**src/rtl/sdac_pkg.sv**
```systemverilog
// Package: shared widths and the bundle type for synchronised serial pins.
package sdac_pkg;

    // Bundle of the three serial pins after synchronisation.
    typedef struct packed {
        logic sck;
        logic sdi;
        logic sel_n;
    } pins_t;

    localparam int PINS_W = $bits(pins_t);

    // Idle pin levels: clock low, data low, select high (deselected).
    localparam pins_t PINS_IDLE = '{sck: 1'b0, sdi: 1'b0, sel_n: 1'b1};

endpackage

```
**src/rtl/sdac_sync.sv**
```systemverilog
// Module: sdac_sync
// Multi-stage synchroniser for a bundle of asynchronous pins.
// Assumes: each pin is stable for more than one clk period between changes.
// Reset loads RST_VAL into every stage, so idle levels produce no false edge.
module sdac_sync #(
    parameter int               STAGES  = 2,
    parameter int               WIDTH   = 3,
    parameter logic [WIDTH-1:0] RST_VAL = '0
) (
    input  logic             clk,
    input  logic             rst_n,
    input  logic [WIDTH-1:0] d,
    output logic [WIDTH-1:0] q
);

    logic [STAGES-1:0][WIDTH-1:0] stg;

    // Shift the pin samples through the synchroniser chain.
    always_ff @(posedge clk) begin
        if (!rst_n) begin
            for (int i = 0; i < STAGES; i++) begin
                stg[i] <= RST_VAL;
            end
        end else begin
            stg[0] <= d;
            for (int i = 1; i < STAGES; i++) begin
                stg[i] <= stg[i-1];
            end
        end
    end

    assign q = stg[STAGES-1];

endmodule

```
**src/rtl/sdac_edge.sv**
```systemverilog
// Module: sdac_edge
// Finds rising edges of the synchronised serial clock and select lines.
// Serial clock edges are passed on only while select is low.
// Assumes: the inputs come from sdac_sync and are already clk-synchronous.
module sdac_edge
    import sdac_pkg::*;
(
    input  logic  clk,
    input  logic  rst_n,
    input  pins_t pins_s,
    output logic  sck_rise,
    output logic  sel_rise,
    output logic  sel_prev
);

    logic sck_q;
    logic sel_q;

    // Keep the previous synchronised level of the clock and select lines.
    always_ff @(posedge clk) begin
        if (!rst_n) begin
            sck_q <= PINS_IDLE.sck;
            sel_q <= PINS_IDLE.sel_n;
        end else begin
            sck_q <= pins_s.sck;
            sel_q <= pins_s.sel_n;
        end
    end

    // Decode the edges; the clock edge is gated by an active select.
    always_comb begin
        sck_rise = pins_s.sck & ~sck_q & ~pins_s.sel_n;
        sel_rise = pins_s.sel_n & ~sel_q;
    end

    assign sel_prev = sel_q;

endmodule

```
**src/rtl/sdac_shift.sv**
```systemverilog
// Module: sdac_shift
// MSB-first serial-in shift register. Its top stage is the chain output.
// Assumes: shift_en is a single-cycle strobe, one per serial clock edge.
module sdac_shift #(
    parameter int W = 12
) (
    input  logic         clk,
    input  logic         rst_n,
    input  logic         shift_en,
    input  logic         din,
    output logic [W-1:0] q,
    output logic         sdo
);

    // Shift one bit in at the bottom on each accepted edge.
    always_ff @(posedge clk) begin
        if (!rst_n) begin
            q <= '0;
        end else if (shift_en) begin
            q <= {q[W-2:0], din};
        end
    end

    assign sdo = q[W-1];

endmodule

```
**src/rtl/sdac_hold.sv**
```systemverilog
// Module: sdac_hold
// Parallel code register with an update pulse.
// Assumes: load is a single-cycle strobe; the pulse is raised in the same
// cycle that the new code appears.
module sdac_hold #(
    parameter int W = 12
) (
    input  logic         clk,
    input  logic         rst_n,
    input  logic         load,
    input  logic [W-1:0] d,
    output logic [W-1:0] code,
    output logic         upd
);

    // Capture the shift contents on load, and mark the update for one cycle.
    always_ff @(posedge clk) begin
        if (!rst_n) begin
            code <= '0;
            upd  <= 1'b0;
        end else begin
            upd <= load;
            if (load) begin
                code <= d;
            end
        end
    end

endmodule

```
**src/rtl/sdac_serial_front.sv**
```systemverilog
// Module: sdac_serial_front
// Top of the serial-load converter code register. The pins are synchronised,
// the clock and select edges are detected, the bits are shifted MSB first
// while select is low, and the word is loaded when select rises.
// Assumes: clk runs at least 4x the serial clock; synchronous active-low reset.
module sdac_serial_front #(
    parameter int CODE_W      = 12,
    parameter int SYNC_STAGES = 2
) (
    input  logic              clk,
    input  logic              rst_n,
    input  logic              sck_pin,
    input  logic              sdi_pin,
    input  logic              sel_n_pin,
    output logic              sdo_pin,
    output logic [CODE_W-1:0] dac_code,
    output logic              dac_upd
);
    import sdac_pkg::*;

    pins_t             pins_raw;
    pins_t             pins_s;
    logic              sck_rise;
    logic              sel_rise;
    logic              sel_prev;
    logic              sel_sync;
    logic [CODE_W-1:0] shift_q;

    // Gather the pins into one bundle for the synchroniser.
    always_comb begin
        pins_raw.sck   = sck_pin;
        pins_raw.sdi   = sdi_pin;
        pins_raw.sel_n = sel_n_pin;
    end

    sdac_sync #(
        .STAGES (SYNC_STAGES),
        .WIDTH  (PINS_W),
        .RST_VAL(PINS_IDLE)
    ) u_sync (
        .clk  (clk),
        .rst_n(rst_n),
        .d    (pins_raw),
        .q    (pins_s)
    );

    sdac_edge u_edge (
        .clk     (clk),
        .rst_n   (rst_n),
        .pins_s  (pins_s),
        .sck_rise(sck_rise),
        .sel_rise(sel_rise),
        .sel_prev(sel_prev)
    );

    sdac_shift #(.W(CODE_W)) u_shift (
        .clk     (clk),
        .rst_n   (rst_n),
        .shift_en(sck_rise),
        .din     (pins_s.sdi),
        .q       (shift_q),
        .sdo     (sdo_pin)
    );

    sdac_hold #(.W(CODE_W)) u_hold (
        .clk  (clk),
        .rst_n(rst_n),
        .load (sel_rise),
        .d    (shift_q),
        .code (dac_code),
        .upd  (dac_upd)
    );

    assign sel_sync = pins_s.sel_n;

endmodule

```
**config.mk**
```make
export PLATFORM = sky130hd
export DESIGN_NAME = sdac_serial_front
export DESIGN_NICKNAME = d
export VERILOG_FILES = /design/src/rtl/sdac_pkg.sv /design/src/rtl/sdac_sync.sv /design/src/rtl/sdac_edge.sv /design/src/rtl/sdac_shift.sv /design/src/rtl/sdac_hold.sv /design/src/rtl/sdac_serial_front.sv
export SDC_FILE = /design/constraint.sdc
export NUM_CORES = 1
export LEC_CHECK = 0
export ABC_AREA = 1
export ABC_CLOCK_PERIOD_IN_PS = 1700
export BUFFER_PORTS_ARGS = -buffer_cell sky130_fd_sc_hd__buf_4
export CORE_MARGIN = 1.5
export CORE_UTILIZATION = 57
export CTS_CLUSTER_SIZE = 12
export DETAILED_ROUTE_END_ITERATION = 7
export GPL_TIMING_DRIVEN = 0
export PLACE_DENSITY = 0.8
export SLEW_MARGIN = 20
export SYNTH_ARGS = -nofsm -noshare
export SYNTH_HDL_FRONTEND = slang
export SYNTH_SLANG_ARGS = --single-unit
```
**constraint.sdc**
```tcl
create_clock -name clk -period 1.7 [get_ports clk]
set_input_delay 0.255 -clock clk [delete_from_list [all_inputs] [get_ports clk]]
set_output_delay 0.255 -clock clk [all_outputs]
set_load 0.02 [all_outputs]
```
Yosys cells after proc, flatten, opt, wreduce, memory -nomap -nowiden
Cells that the tools add are included.
{"block": "op_classes", "multipliers": 0, "div_mod_pow": 0, "n_lt_le_gt_ge": 0, "addsub": 0, "bitwise": 6, "n_reduce_logical": 0, "n_mux": 0, "eq_ne": 0, "n_shift": 0}
{"cell": "1-bit AND", "n": 3}
{"cell": "1-bit NOT", "n": 3}
{"block": "totals", "ramBits": 0, "latch_bits": 0, "output_inout_bits": 14, "n_memories": 0, "reg_bits": 33, "in_bits": 5, "wordCells": 13, "rom_bits": 0}

Depth between registers and ports, before layout
{"block": "logic_depth", "word_depth": 3, "mapped_depth": 6, "ltp_nobuf": 5}

Hierarchy
From an unflattened synthesis, not the netlist that was laid out.
{"block": "hier_totals", "hier_cells": 185, "area_unflattened_um2": 1297.5}
{"module": "sdac_hold", "area_each_um2": 538.0, "instances": 1, "cells_each": 79, "seq_area_each_um2": 260.2}
{"module": "sdac_shift", "area_each_um2": 500.5, "instances": 1, "cells_each": 76, "seq_area_each_um2": 240.2}
{"module": "sdac_sync", "area_each_um2": 187.7, "instances": 1, "cells_each": 21, "seq_area_each_um2": 120.1}
{"module": "sdac_edge", "area_each_um2": 71.3, "instances": 1, "cells_each": 9, "seq_area_each_um2": 40.0}

Worst setup path before layout
No wires, ideal clock.
{"block": "synth_path", "path_type": "reg2reg", "start": "reg u_sync.stg (netlist bit u_sync.q[0])", "end": "reg u_hold.code[0]", "period_less_slack_ns": 0.849, "setup_time_ns": 0.116, "path_stages_with_launch": 5, "t_arrival_ns": 0.733, "path_buffers": 1, "required_time_ns": 1.584, "setup_slack_ns": 0.851, "cell_sequence": "dfxtp_1 > nand2_2 > clkbuf_2 > o21ai_0 > nor2_1"}
{"block": "synth_via", "elab_chain_len": 1}
{"item": "start, declared", "line": "sdac_sync.sv:16", "source": "logic [STAGES-1:0][WIDTH-1:0] stg;"}
{"item": "start signal, assigned by index", "line": "sdac_sync.sv:27", "source": "stg[i] <= stg[i-1];"}
{"item": "1-bit AND", "line": "sdac_edge.sv:33", "source": "sel_rise = pins_s.sel_n & ~sel_q;"}
{"item": "end signal, assigned", "line": "sdac_hold.sv:19", "source": "code <= '0;"}
{"item": "end signal, assigned", "line": "sdac_hold.sv:24", "source": "code <= d;"}
{"item": "end, declared", "line": "sdac_hold.sv:12", "source": "output logic [W-1:0] code,"}
No other way between the ends.
A chain may end at the register's enable or synchronous reset.

Final worst setup path
{"block": "layout_path", "start": "reg u_shift.q[11]", "end": "out sdo_pin"}
{"item": "start, declared", "line": "sdac_shift.sv:11", "source": "output logic [W-1:0] q,"}
{"item": "start signal, assigned", "line": "sdac_shift.sv:20", "source": "q <= {q[W-2:0], din};"}
{"item": "end, declared", "line": "sdac_serial_front.sv:15", "source": "output logic sdo_pin,"}
No word-level cell between the ends.

==> flow_summary.toml <==
[outcome]
status = "finished clean"

[route]
num_vias = 934
drt-pass1-iter-count = 4
post_drt_wl_per_cell_um = 9.761
drcViolationCount = 0
wirelength_mm = 2.040
drtIter0Drc = 5
ant_nets = 0
via_per_inst = 4.469

[worst_setup_path]
worst-path-max-fanout = 3
endpoint = "sdo_pin"
crit_cells = 1
startpoint = "u_shift.q[11]"
slowest_delay_ns = 0.35
r2r_end = "u_hold.code[6]"
worstPathRequired_ns = 1.44
r2r-start = "u_sync.q[0]"
ff2ff_setup_slack_ns = 0.70
cpLargestDelayFamily = "flip-flops"
arrival_ns = 0.82
slowest_stage = "dfxtp_1"
worst_setup_path_end_kind = "output port"
ff2ff_path_depth = 4
crit_path_cell_trace = "buf_4"
path_buf_inv = 1
critPathLaunchType = "flip-flop"
critical_path_class = "flip-flop to output port"

[placement]
port_buffers = 18
gp_congestion = 0.7381
dp_hpwl_mm = 1.460

[timing]
finClkSkew_ns = 0.004720
max_freq_mhz = 926.3
min_period_ns = 1.080
slew_headroom_pct = 88.22
finalSetupTns_ns = 0
post-route-period-util_pct = 63.50
finalHoldViolCount = 0
rsz0062_at_grt = "no"
worst_slew_pin_slew_ns = 0.1748
drv_slew = 0
setup_viol = 0

[floorplanning]
design.core.area_sq_um = 1982
top_level_ports = 19
chipHeight_um = 48.93
die_x_um = 48.93
initial_utilization_pct = 60.67
dieArea_sq_um = 2394
rows = 16

[pwr]
p_total_mw = 1.335
p_leak_nw = 0.7687
p_per_area_nw_per_um2 = 935.6
peakVddDrop_v = 0.0006226

[grt]
grt-ovfl-total = 0
grt_pass1_vias = 856
grt_max_degree = 11
grtUsageTotal_pct = 19.72
grt_pass1_wl_mm = 3.525
antenna_found_initial = 0

[clock_tree]
cts_max_level = 2
cts_buffers = 5
cts_resized = 0
root_buffer = "clkbuf_4"
clkSinkCount = 33
worstSkewPairLatency_ns = 0.33
cts_tree = "done"
cts_max_path_buffers = 2
clk_pin_slew_worst_paths_ns = 0.09
cts_setup_buffers = 0
cts.hold.buffers_added = 0

[synth]
syn_nets = 162
synth_top_cell_by_area = "dfxtp_1"
synth_adder_area_share_pct = 0
yosysTopAreaCellShare_pct = 54.94
syn-mean-instance-area_sq_um = 7.659
ys_types = 12
synth_seq_cells = 33
synthCells = 157
synth_area_leaders = "dfxtp_1 (55%), nor2_1 (15%), nand2_1 (9.4%)"
synth_compound_area_share_pct = 4.995
synth_seq_area_share_pct = 54.94
synth-simple-area-share_pct = 27.68
synthMuxAreaShare_pct = 0
synth_xor_area_share_pct = 0
syn_area_sq_um = 1202
yosys_warnings = 0
synth_top_family_by_area = "simple AND/OR/NAND/NOR gates"

[final_layout]
multi_input_area_sq_um = 392.9
drive_gt1_share_pct = 19.78
fillers = 174
nets = 187
n_antenna_cell = 0
regArea_sq_um = 660.6
area_delta_synth_final_pct = 18.63

[run]
max_cap_violations = 0

[hold_path]
min_path_type = "input pin to flip-flop"
-- flip-flops by register name (all words and copies together), names as in the netlist --
register,flops
u_edge.sck_q,1
u_sync.stg,3
u_shift.q,12
u_edge.sel_prev,1
u_hold.code,12
u_sync.q,3
u_hold.upd,1
-- per-stage QoR --
step / area (sq um) / instances / hold slack, ns / util [%] / worst slack [ns]
after floorplan: 1202 / 157 / 0.3526 / - / 0.8513
after global placement: 1371 / 202 / 0.3949 / 69.19 / 0.7418
after detailed placement: 1371 / 202 / 0.4029 / 69.19 / 0.7117
after CTS: 1426 / 209 / 0.1001 / 71.97 / 0.6027
after global routing: 1426 / 209 / 0.1018 / 71.97 / 0.5712
final: 1426 / 209 / 0.1096 / 71.97 / 0.6205
-- cell type report --
type	count	share of cell area, %
Clock buffer	7	3.860
Inverter	22	5.789
Multi-Input combinational cell	95	27.54
Tap cell	27	2.368
Timing Repair Buffer	18	9.474
Sequential cell	33	46.32
Buffer	7	4.649
-- worst min path at each step --
| stage | start | endpoint | slack, ns | depth (start not counted) |
|---|---|---|---|---|
| after global routing | sel_n_pin | u_sync.stg[0] | 0.10 | 2 |
| after detailed placement | u_sync.stg[0] | u_sync.q[0] | 0.40 | 1 |
| after CTS | sdi_pin | u_sync.stg[1] | 0.10 | 3 |
| after floorplan | sdi_pin | u_sync.stg[1] | 0.35 | 2 |
| final | sdi_pin | u_sync.stg[1] | 0.11 | 3 |
| after global placement | u_sync.stg[1] | u_sync.q[1] | 0.39 | 2 |
-- cells by family after synthesis --
kind of cell           Yosys count
and+or+nand+nor                 83
buffers and inverters           29
AOI/OAI and AO/OA               12
DFF                             33
-- synthesized netlist by cell type --
cell,number
buf_6,5
inv_2,1
nand2_2,1
clkbuf_2,1
buf_2,1
or2_2,2
nand2_1,30
dfxtp_1,33
o21ai_0,12
inv_1,21
nand3_4,1
nor2_1,49
-- report_power, final --
group	total [mW]	switching (mW)	leakage [nW]	internal, mW
sequential	0.804	0.0101	0.268	0.794
combinational	0.0946	0.0528	0.469	0.0418
clock	0.436	0.241	0.0314	0.195
-- metal layers --
layer / GRT usage (%) / up-vias / routed length [um]
met1: 20.00 / 405 / 893
met3: 8.589 / 7 / 80
li1: - / 507 / -
met5: 0 / - / 0
met4: 9.524 / 0 / 37
met2: 34.47 / 15 / 1027
-- cell usage in the layout (no fill, tap or decap), drive strengths merged --
master,Yosys,layout
nor2,49,49
nand3,1,1
nand2,31,31
o21ai,12,12
buf,6,24
dfxtp,33,33
or2,2,2
inv,22,22
clkbuf,1,8
(Power assumes the default switching activity.)
